[src/rtl/cdr_lock_pkg.sv]
`timescale 1ns/1ps
package cdr_lock_pkg;

    localparam int SEL_W  = 3;
    localparam int MULT_W = 6;

    typedef enum logic {
        TX_SYNTH = 1'b0,
        TX_RECOV = 1'b1
    } tx_src_e;

    // Reference multiplier selected by the code; order of codes is fixed by the pin map.
    function automatic logic [MULT_W-1:0] mult_of(input logic [SEL_W-1:0] code);
        logic [MULT_W-1:0] m;
        case (code)
            3'b000:  m = 6'd1;
            3'b001:  m = 6'd2;
            3'b010:  m = 6'd4;
            3'b011:  m = 6'd32;
            3'b100:  m = 6'd8;
            3'b101:  m = 6'd10;
            3'b110:  m = 6'd16;
            default: m = 6'd20;
        endcase
        return m;
    endfunction

    // x32 is only usable at the undivided VCO rate.
    function automatic logic pair_illegal(input logic [SEL_W-1:0] msel,
                                          input logic [SEL_W-1:0] rsel);
        return (msel == 3'b011) && (rsel != 3'b000);
    endfunction

endpackage

[src/rtl/cdr_cfg_decode.sv]
`timescale 1ns/1ps
module cdr_cfg_decode
    import cdr_lock_pkg::*;
(
    input  logic              clk_i,
    input  logic              rst_n_i,
    input  logic [SEL_W-1:0]  msel_i,
    input  logic [SEL_W-1:0]  rsel_i,
    output logic [MULT_W-1:0] mult_o,
    output logic              err_o
);

    typedef struct packed {
        logic [MULT_W-1:0] mult;
        logic              err;
    } cfg_t;

    cfg_t cfg_d, cfg_q;

    always_comb begin
        cfg_d      = cfg_q;
        cfg_d.mult = mult_of(msel_i);
        cfg_d.err  = pair_illegal(msel_i, rsel_i);
    end

    always_ff @(posedge clk_i or negedge rst_n_i) begin
        if (!rst_n_i) begin
            cfg_q <= '{mult: MULT_W'(1), err: 1'b0};
        end else begin
            cfg_q <= cfg_d;
        end
    end

    assign mult_o = cfg_q.mult;
    assign err_o  = cfg_q.err;

endmodule

[src/rtl/cdr_cd_sync.sv]
`timescale 1ns/1ps
module cdr_cd_sync #(
    parameter int STAGES = 2
) (
    input  logic clk_i,
    input  logic rst_n_i,
    input  logic async_i,
    output logic sync_o
);

    logic [STAGES-1:0] chain_d, chain_q;

    generate
        if (STAGES == 1) begin : g_single
            always_comb chain_d = async_i;
        end else begin : g_multi
            always_comb chain_d = {chain_q[STAGES-2:0], async_i};
        end
    endgenerate

    always_ff @(posedge clk_i or negedge rst_n_i) begin
        if (!rst_n_i) begin
            chain_q <= '0;
        end else begin
            chain_q <= chain_d;
        end
    end

    assign sync_o = chain_q[STAGES-1];

endmodule

[src/rtl/cdr_freq_window.sv]
`timescale 1ns/1ps
module cdr_freq_window
    import cdr_lock_pkg::*;
#(
    parameter int WIN_LOG2  = 14,
    parameter int TOL_SHIFT = 10,
    parameter int EDGE_W    = 6
) (
    input  logic              clk_i,
    input  logic              rst_n_i,
    input  logic              run_i,
    input  logic [MULT_W-1:0] mult_i,
    input  logic [EDGE_W-1:0] edges_i,
    output logic              done_o,
    output logic              good_o
);

    localparam int CNT_W = WIN_LOG2 + EDGE_W + 1;

    typedef struct packed {
        logic [WIN_LOG2-1:0] ref_cnt;
        logic [CNT_W-1:0]    acc;
        logic                done;
        logic                good;
    } win_t;

    win_t win_d, win_q;

    logic [CNT_W-1:0] sum;
    logic [CNT_W-1:0] expct;
    logic [CNT_W-1:0] tol;
    logic [CNT_W-1:0] diff;

    always_comb begin
        sum   = win_q.acc + CNT_W'(edges_i);
        expct = CNT_W'(mult_i) << WIN_LOG2;
        tol   = expct >> TOL_SHIFT;
        diff  = (sum >= expct) ? (sum - expct) : (expct - sum);

        win_d      = win_q;
        win_d.done = 1'b0;
        win_d.good = 1'b0;
        if (!run_i) begin
            win_d.ref_cnt = '0;
            win_d.acc     = '0;
        end else if (&win_q.ref_cnt) begin
            win_d.ref_cnt = '0;
            win_d.acc     = '0;
            win_d.done    = 1'b1;
            win_d.good    = (diff <= tol);
        end else begin
            win_d.ref_cnt = win_q.ref_cnt + 1'b1;
            win_d.acc     = sum;
        end
    end

    always_ff @(posedge clk_i or negedge rst_n_i) begin
        if (!rst_n_i) begin
            win_q <= '0;
        end else begin
            win_q <= win_d;
        end
    end

    assign done_o = win_q.done;
    assign good_o = win_q.good;

endmodule

[src/rtl/cdr_lock_ctrl.sv]
`timescale 1ns/1ps
module cdr_lock_ctrl
    import cdr_lock_pkg::*;
#(
    parameter int WIN_LOG2  = 14,
    parameter int TOL_SHIFT = 10,
    parameter int ACQ_CYC   = 2400,
    parameter int EDGE_W    = 6
) (
    input  logic              clk_ref_i,
    input  logic              rst_n_i,
    input  logic [EDGE_W-1:0] rec_edges_i,
    input  logic              cd_i,
    input  logic              sdat_i,
    input  logic [SEL_W-1:0]  mult_sel_i,
    input  logic [SEL_W-1:0]  rate_sel_i,
    input  logic              clksel_i,
    output logic              locked_o,
    output logic              lfi_o,
    output logic              cfg_err_o,
    output logic              sdat_o,
    output logic              txsrc_o
);

    localparam int ACQ_W = $clog2(ACQ_CYC + 1);

    typedef struct packed {
        logic             locked;
        logic             good_seen;
        logic [ACQ_W-1:0] acq;
        logic             lfi;
        logic             sdat;
        tx_src_e          txsrc;
    } st_t;

    st_t st_d, st_q;

    logic              carrier;
    logic [MULT_W-1:0] mult;
    logic              cfg_err;
    logic              acq_done;
    logic              win_run;
    logic              win_done;
    logic              win_good;

    cdr_cd_sync #(.STAGES(2)) u_cd_sync (
        .clk_i   (clk_ref_i),
        .rst_n_i (rst_n_i),
        .async_i (cd_i),
        .sync_o  (carrier)
    );

    cdr_cfg_decode u_cfg (
        .clk_i   (clk_ref_i),
        .rst_n_i (rst_n_i),
        .msel_i  (mult_sel_i),
        .rsel_i  (rate_sel_i),
        .mult_o  (mult),
        .err_o   (cfg_err)
    );

    assign acq_done = (st_q.acq == ACQ_W'(ACQ_CYC));
    assign win_run  = carrier && !cfg_err && acq_done;

    cdr_freq_window #(
        .WIN_LOG2  (WIN_LOG2),
        .TOL_SHIFT (TOL_SHIFT),
        .EDGE_W    (EDGE_W)
    ) u_win (
        .clk_i   (clk_ref_i),
        .rst_n_i (rst_n_i),
        .run_i   (win_run),
        .mult_i  (mult),
        .edges_i (rec_edges_i),
        .done_o  (win_done),
        .good_o  (win_good)
    );

    always_comb begin
        st_d       = st_q;
        st_d.sdat  = carrier & sdat_i;
        st_d.txsrc = clksel_i ? TX_RECOV : TX_SYNTH;
        st_d.lfi   = carrier && st_q.locked && !cfg_err;

        if (!carrier || cfg_err) begin
            st_d.locked    = 1'b0;
            st_d.good_seen = 1'b0;
            st_d.acq       = '0;
        end else if (!acq_done) begin
            st_d.acq = st_q.acq + 1'b1;
        end else if (win_done) begin
            if (win_good) begin
                if (!st_q.locked) begin
                    if (st_q.good_seen) begin
                        st_d.locked    = 1'b1;
                        st_d.good_seen = 1'b0;
                    end else begin
                        st_d.good_seen = 1'b1;
                    end
                end
            end else begin
                st_d.locked    = 1'b0;
                st_d.good_seen = 1'b0;
                st_d.acq       = '0;
            end
        end
    end

    always_ff @(posedge clk_ref_i or negedge rst_n_i) begin
        if (!rst_n_i) begin
            st_q <= '{locked: 1'b0, good_seen: 1'b0, acq: '0,
                      lfi: 1'b0, sdat: 1'b0, txsrc: TX_SYNTH};
        end else begin
            st_q <= st_d;
        end
    end

    assign locked_o  = st_q.locked;
    assign lfi_o     = st_q.lfi;
    assign cfg_err_o = cfg_err;
    assign sdat_o    = st_q.sdat;
    assign txsrc_o   = st_q.txsrc;

endmodule

[config.mk]
export PLATFORM = sky130hd
export DESIGN_NAME = cdr_lock_ctrl
export DESIGN_NICKNAME = d
export VERILOG_FILES = /design/src/rtl/cdr_lock_pkg.sv /design/src/rtl/cdr_cfg_decode.sv /design/src/rtl/cdr_cd_sync.sv /design/src/rtl/cdr_freq_window.sv /design/src/rtl/cdr_lock_ctrl.sv
export SDC_FILE = /design/constraint.sdc
export NUM_CORES = 1
export LEC_CHECK = 0
export BUFFER_PORTS_ARGS = -buffer_cell sky130_fd_sc_hd__buf_4
export CORE_UTILIZATION = 35
export DETAILED_ROUTE_END_ITERATION = 7
export PLACE_DENSITY = 0.5
export SLEW_MARGIN = 20
export SYNTH_ARGS = -nofsm -noshare
export SYNTH_HDL_FRONTEND = slang
export SYNTH_SLANG_ARGS = --single-unit
[constraint.sdc]
create_clock -name clk_ref_i -period 6.2 [get_ports clk_ref_i]
set_input_delay 0.31 -clock clk_ref_i [delete_from_list [all_inputs] [get_ports clk_ref_i]]
set_output_delay 0.31 -clock clk_ref_i [all_outputs]
set_load 0.005 [all_outputs]
== Word level (Yosys, flattened, before mapping) ==
Index checks and enable logic that the tools add are counted.

* Bits in registers: 63
* Output and inout port bits: 5
* Bits of input ports: 17
* Word-level logic and storage cells: 63

* Mux-type cells: 16
* Bitwise operators: 1
* Equal/unequal tests: 10
* Reductions and logical operators: 16
* Add/subtract/negate cells: 5
* $lt $le $gt $ge: 2

{| class="wikitable"
|+ Operator list
! kind !! number
|-
| two-way mux 35 bit || 2
|-
| one-hot mux 6 bit (7 select lines) || 1
|-
| two-way mux 14 bit || 2
|-
| two-way mux 12 bit || 2
|-
| adder 21 x 6 -> 21 bit || 1
|-
| greater-or-equal comparator 21 x 20 -> 1 bit || 1
|-
| less-or-equal comparator 21 x 10 -> 1 bit || 1
|-
| two-way mux 21 bit || 1
|-
| subtractor 20 x 21 -> 21 bit || 1
|-
| subtractor 21 x 20 -> 21 bit || 1
|-
| adder 14 x 1 -> 14 bit, second input constant || 1
|-
| AND reduction 14 bit || 1
|-
| adder 12 x 1 -> 12 bit, second input constant || 1
|-
| == test 12 bit, second input constant || 1
|-
| two-way mux 2 bit || 5
|-
| == test 3 bit, second input constant || 3
|-
| == test 3 x 2 -> 1 bit, second input constant || 2
|-
| != test 3 bit, second input constant || 2
|-
| logical AND 1 bit || 5
|-
| AND reduction 2 bit || 2
|-
| nonzero test 2 bit || 2
|-
| == test 3 x 1 -> 1 bit, second input constant || 1
|-
| logical NOT 3 bit || 1
|-
| two-way mux 1 bit || 3
|-
| other kinds (6) || 7
|}

== Logic depth before layout (Yosys ltp) ==
* Depth after elaboration: 6
* Depth in mapped cells: 28
* Mapped depth without buffers: 27

== By module ==
A second synthesis with hierarchy kept.

* Cells, all modules: 456
* Area total of the unflattened synthesis: 4204.0 µm²

{| class="wikitable"
|+ Modules (own cells, without submodules)
! module !! cells each !! instances !! sequential area each (µm²) !! area each (µm²)
|-
| cdr_freq_window || 354 || 1 || 925.9 || 3052.9
|-
| cdr_lock_ctrl || 83 || 1 || 425.4 || 867.1
|-
| cdr_cfg_decode || 17 || 1 || 176.4 || 234.0
|-
| cdr_cd_sync || 2 || 1 || 50.0 || 50.0
|}

== Worst setup path after synthesis ==
OpenSTA, ideal clock, no wires.

* Path kind: input -> register
* Start point: input rec_edges_i[0]
* End point: register u_win.win_q (netlist bit u_win.good_o)
* Cell stages on the path: 28
* Slack: 0.487 ns
* Library setup time: 0.111 ns
* Arrival: 5.602 ns
* Path buffers: 1
* Required time: 6.089 ns
* Cells stage by stage: ha_1 > inv_1 > fa_1 > nand2b_1 > a211oi_2 > nor2_1 > nor3_1 > nand3_1 > xor2_1 > inv_1 > ha_1 > clkbuf_1 > o21ai_0 > a21oi_1 > nor3_1 > o211ai_2 > a21oi_4 > nor2b_1 > xnor2_1 > ha_1 > nor2b_1 > o21a_1 > o21ai_0 > a21oi_1 > o32ai_1 > o211ai_1 > or4_1 > a2111oi_2

{| class="wikitable"
|+ RTL lines
! item !! RTL line !! RTL
|-
| start: declaration || cdr_lock_ctrl.sv:12 || <nowiki>input logic [EDGE_W-1:0] rec_edges_i,</nowiki>
|-
| end signal: assignment || cdr_freq_window.sv:61 || <nowiki>win_q <= win_d;</nowiki>
|-
| end: declaration || cdr_freq_window.sv:27 || <nowiki>win_t win_d, win_q;</nowiki>
|}

==> results.cfg <==
[timing]
fin_crit_sh = 0.928
skew_ns = 0.00778
hold_violations = 0
max_clock_freq_mhz = 174
worst_slew_pin_slew_ns = 0.828
setup_viol = 0
rsz0062_at_grt = no
slew-limit-headroom = 0.448
setup_tns_ns = 0
period_needed_ns = 5.75
fin_ws_ns = 0.446
drv_slew = 0

[detailed_routing]
drc = 0
routedWlPerCell_um = 14.0
via_per_inst = 5.03
first_pass_iters = 6
postRouteAntennaNets = 0
num_vias = 3144
drt-initial-drc-count = 147
finalWirelength_um = 8730

[cts]
cts_sinks = 63
ctsLongestPathBuffers = 2
postCtsHoldBufs = 0
h-tree-depth = 3
cts-resized-gates = 0
path_clk_slew_ns = 0.05
root_buffer = clkbuf_16
clk_latency_ns = 0.33
post_cts_buffers = 0
cts_tree = done
cts_made_buffers = 9

[floorplan]
io_pins = 22
rows = 38
start_util = 0.365
fp.dieH_um = 109
core_area_um2 = 11000
die_area_um2 = 11900
die_x_um = 109

[worst_setup_path]
worst_path_max_delay_cell = or4_1
crit_start = u_win.win_q[2]$_DFF_PN0_
r2r_end = u_win.good_o$_DFF_PN0_
critPathBufInv = 1
cp_top_family = simple AND/OR/NAND/NOR gates
worstReg2RegStart = u_win.win_q[2]$_DFF_PN0_
cp.depth = 25
required_ns = 6.41
start_kind = flip-flop
rrSetupSlack_ns = 0.45
reg2reg_depth = 25
path_class = reg -> reg
cp_max_fo = 4
cp-endpoint = u_win.good_o$_DFF_PN0_
cpPeakStageDelay_ns = 0.54
crit_arrival_ns = 5.96
cp_common_cell = ha_1
cp-end-kind = flip-flop

[final_layout]
n_fill_cell = 1108
final_common_cell = nor2_1
final_cell_mix = 64 x nor2_1, 62 x dfrtp_1, 34 x nand2_1, 32 x inv_1, 32 x buf_4
nNetsFinal = 525
final-seq-area_um2 = 1580
n_antenna_cell = 0
multi_input_area_um2 = 2320
area_growth_pct = 17.4
design_area_um2 = 4720
drive_gt1_frac = 0.134

[place]
dpl_cell_area_um2 = 4400
dp_slack_ns = 0.231
dp_hpwl_um = 6440
routabilityCongestion = 0.818
port-buffer-count = 21

[yosys]
netlist_instances = 446
synth.cell_area_um2 = 4020
avgSynthCellArea_um2 = 9.02
yosysUniqueCellTypes = 59
synthFlopType = dfrtp_1
async_flop_share = 1.00
synth_edf_count = 0
yosysWarnings = 0
seq_area_frac_synth = 0.392
synth_nets = 491
synth-seq-cells = 63

[global_route]
antenna_found_initial = 0
groute.usage.overall = 0.160
grt_pass1_vias = 2947
grt_max_degree = 64
grt_pass1_wl_um = 14400
overflow = 0

[flow_run]
maxCapViolCount = 0

[outcome]
outcome = finished clean

[pwr]
irDropWorstVdd_uv = 142
power_density_nw_per_um2 = 218
p_leak_uw = 0.00213
total_power_uw = 1030

[min_path]
hold_class = in -> async
## how the worst min path moves through the flow
stage,slack (ns),end,depth (start not counted)
2_1_floorplan,0.01,lfi_o$_DFF_PN0_,0
3_3_place_gp,0.34,u_cd_sync.chain_q[1]$_DFF_PN0_,0
3_5_place_dp,0.36,u_cd_sync.chain_q[1]$_DFF_PN0_,0
4_1_cts,0.07,u_cd_sync.chain_q[0]$_DFF_PN0_,1
5_1_grt,0.08,txsrc_o$_DFF_PN0_,1
6_report,0.07,u_win.win_q[3]$_DFF_PN0_,1
## registers in the layout, indices dropped and copies added, names as in the netlist
signal             cells
st_q                  13
sdat_o                 1
u_win.win_q           35
u_cfg.mult_o           6
txsrc_o                1
lfi_o                  1
u_win.done_o           1
u_cfg.err_o            1
locked_o               1
u_cd_sync.chain_q      2
u_win.good_o           1
## area by class of cell
cell class / instances / area share
Multi-Input combinational cell: 342 / 0.490
Sequential cell: 63 / 0.334
Clock buffer: 13 / 0.0530
Timing Repair Buffer: 32 / 0.0509
Tap cell: 140 / 0.0371
Inverter: 32 / 0.0254
Clock inverter: 3 / 0.00901
## cells by family after synthesis
group,Yosys count,synth area share
and+or+nand+nor,188,0.233
AOI/OAI and AO/OA,73,0.128
DFF,63,0.392
xor gates and xnor gates,49,0.107
buffers and inverters,41,0.0386
adders and majority gates,28,0.0908
muxes,4,0.0106
## synthesized netlist by cell type, drive strengths merged (3+ instances only)
library cell  instances  area (µm²)
nor3                  9        45.0
ha                   26         325
inv                  32         120
o21ai                17        88.8
and3                 10        62.6
nor4b                 5        58.8
a31oi                 4        25.0
or3                   3        18.8
nor2                 64         240
nor2b                14        87.6
dfrtp                62        1550
and2                  6        40.0
or2                   3        18.8
nand3                20         100
a211oi                3        32.5
nand2b                9        56.3
xnor2                26         228
xor2                 23         201
nand2                34         128
a21oi                19         106
clkbuf                8        30.0
nand4                 7        43.8
o211ai                3        27.5
a21o                  3        22.5
## power by group
part,leakage (µW),internal [µW],switching [µW]
Combinational,0.00113,48.5,63.5
Clock,0.000140,322,175
Sequential,0.000861,417,3.78
## layer usage
metal,vias up,part of all wire,routed length (µm),global-route usage
met4,0,0.010,89,0.0476
met3,8,0.039,339,0.0406
met1,1482,0.51,4470,0.223
li1,1598,-,-,-
met5,-,0,0,0
met2,56,0.44,3830,0.241
## per-stage QoR
| stage | util | std cells | hold slack (ns) |
|---|---|---|---|
| floorplan | - | 446 | 0.0144 |
| global placement | 0.399 | 609 | 0.338 |
| detailed placement | 0.399 | 609 | 0.355 |
| CTS | 0.426 | 625 | 0.0746 |
| global route | 0.428 | 625 | 0.0762 |
| finish | 0.428 | 625 | 0.0730 |
Power figures use the tool's default switching activity.
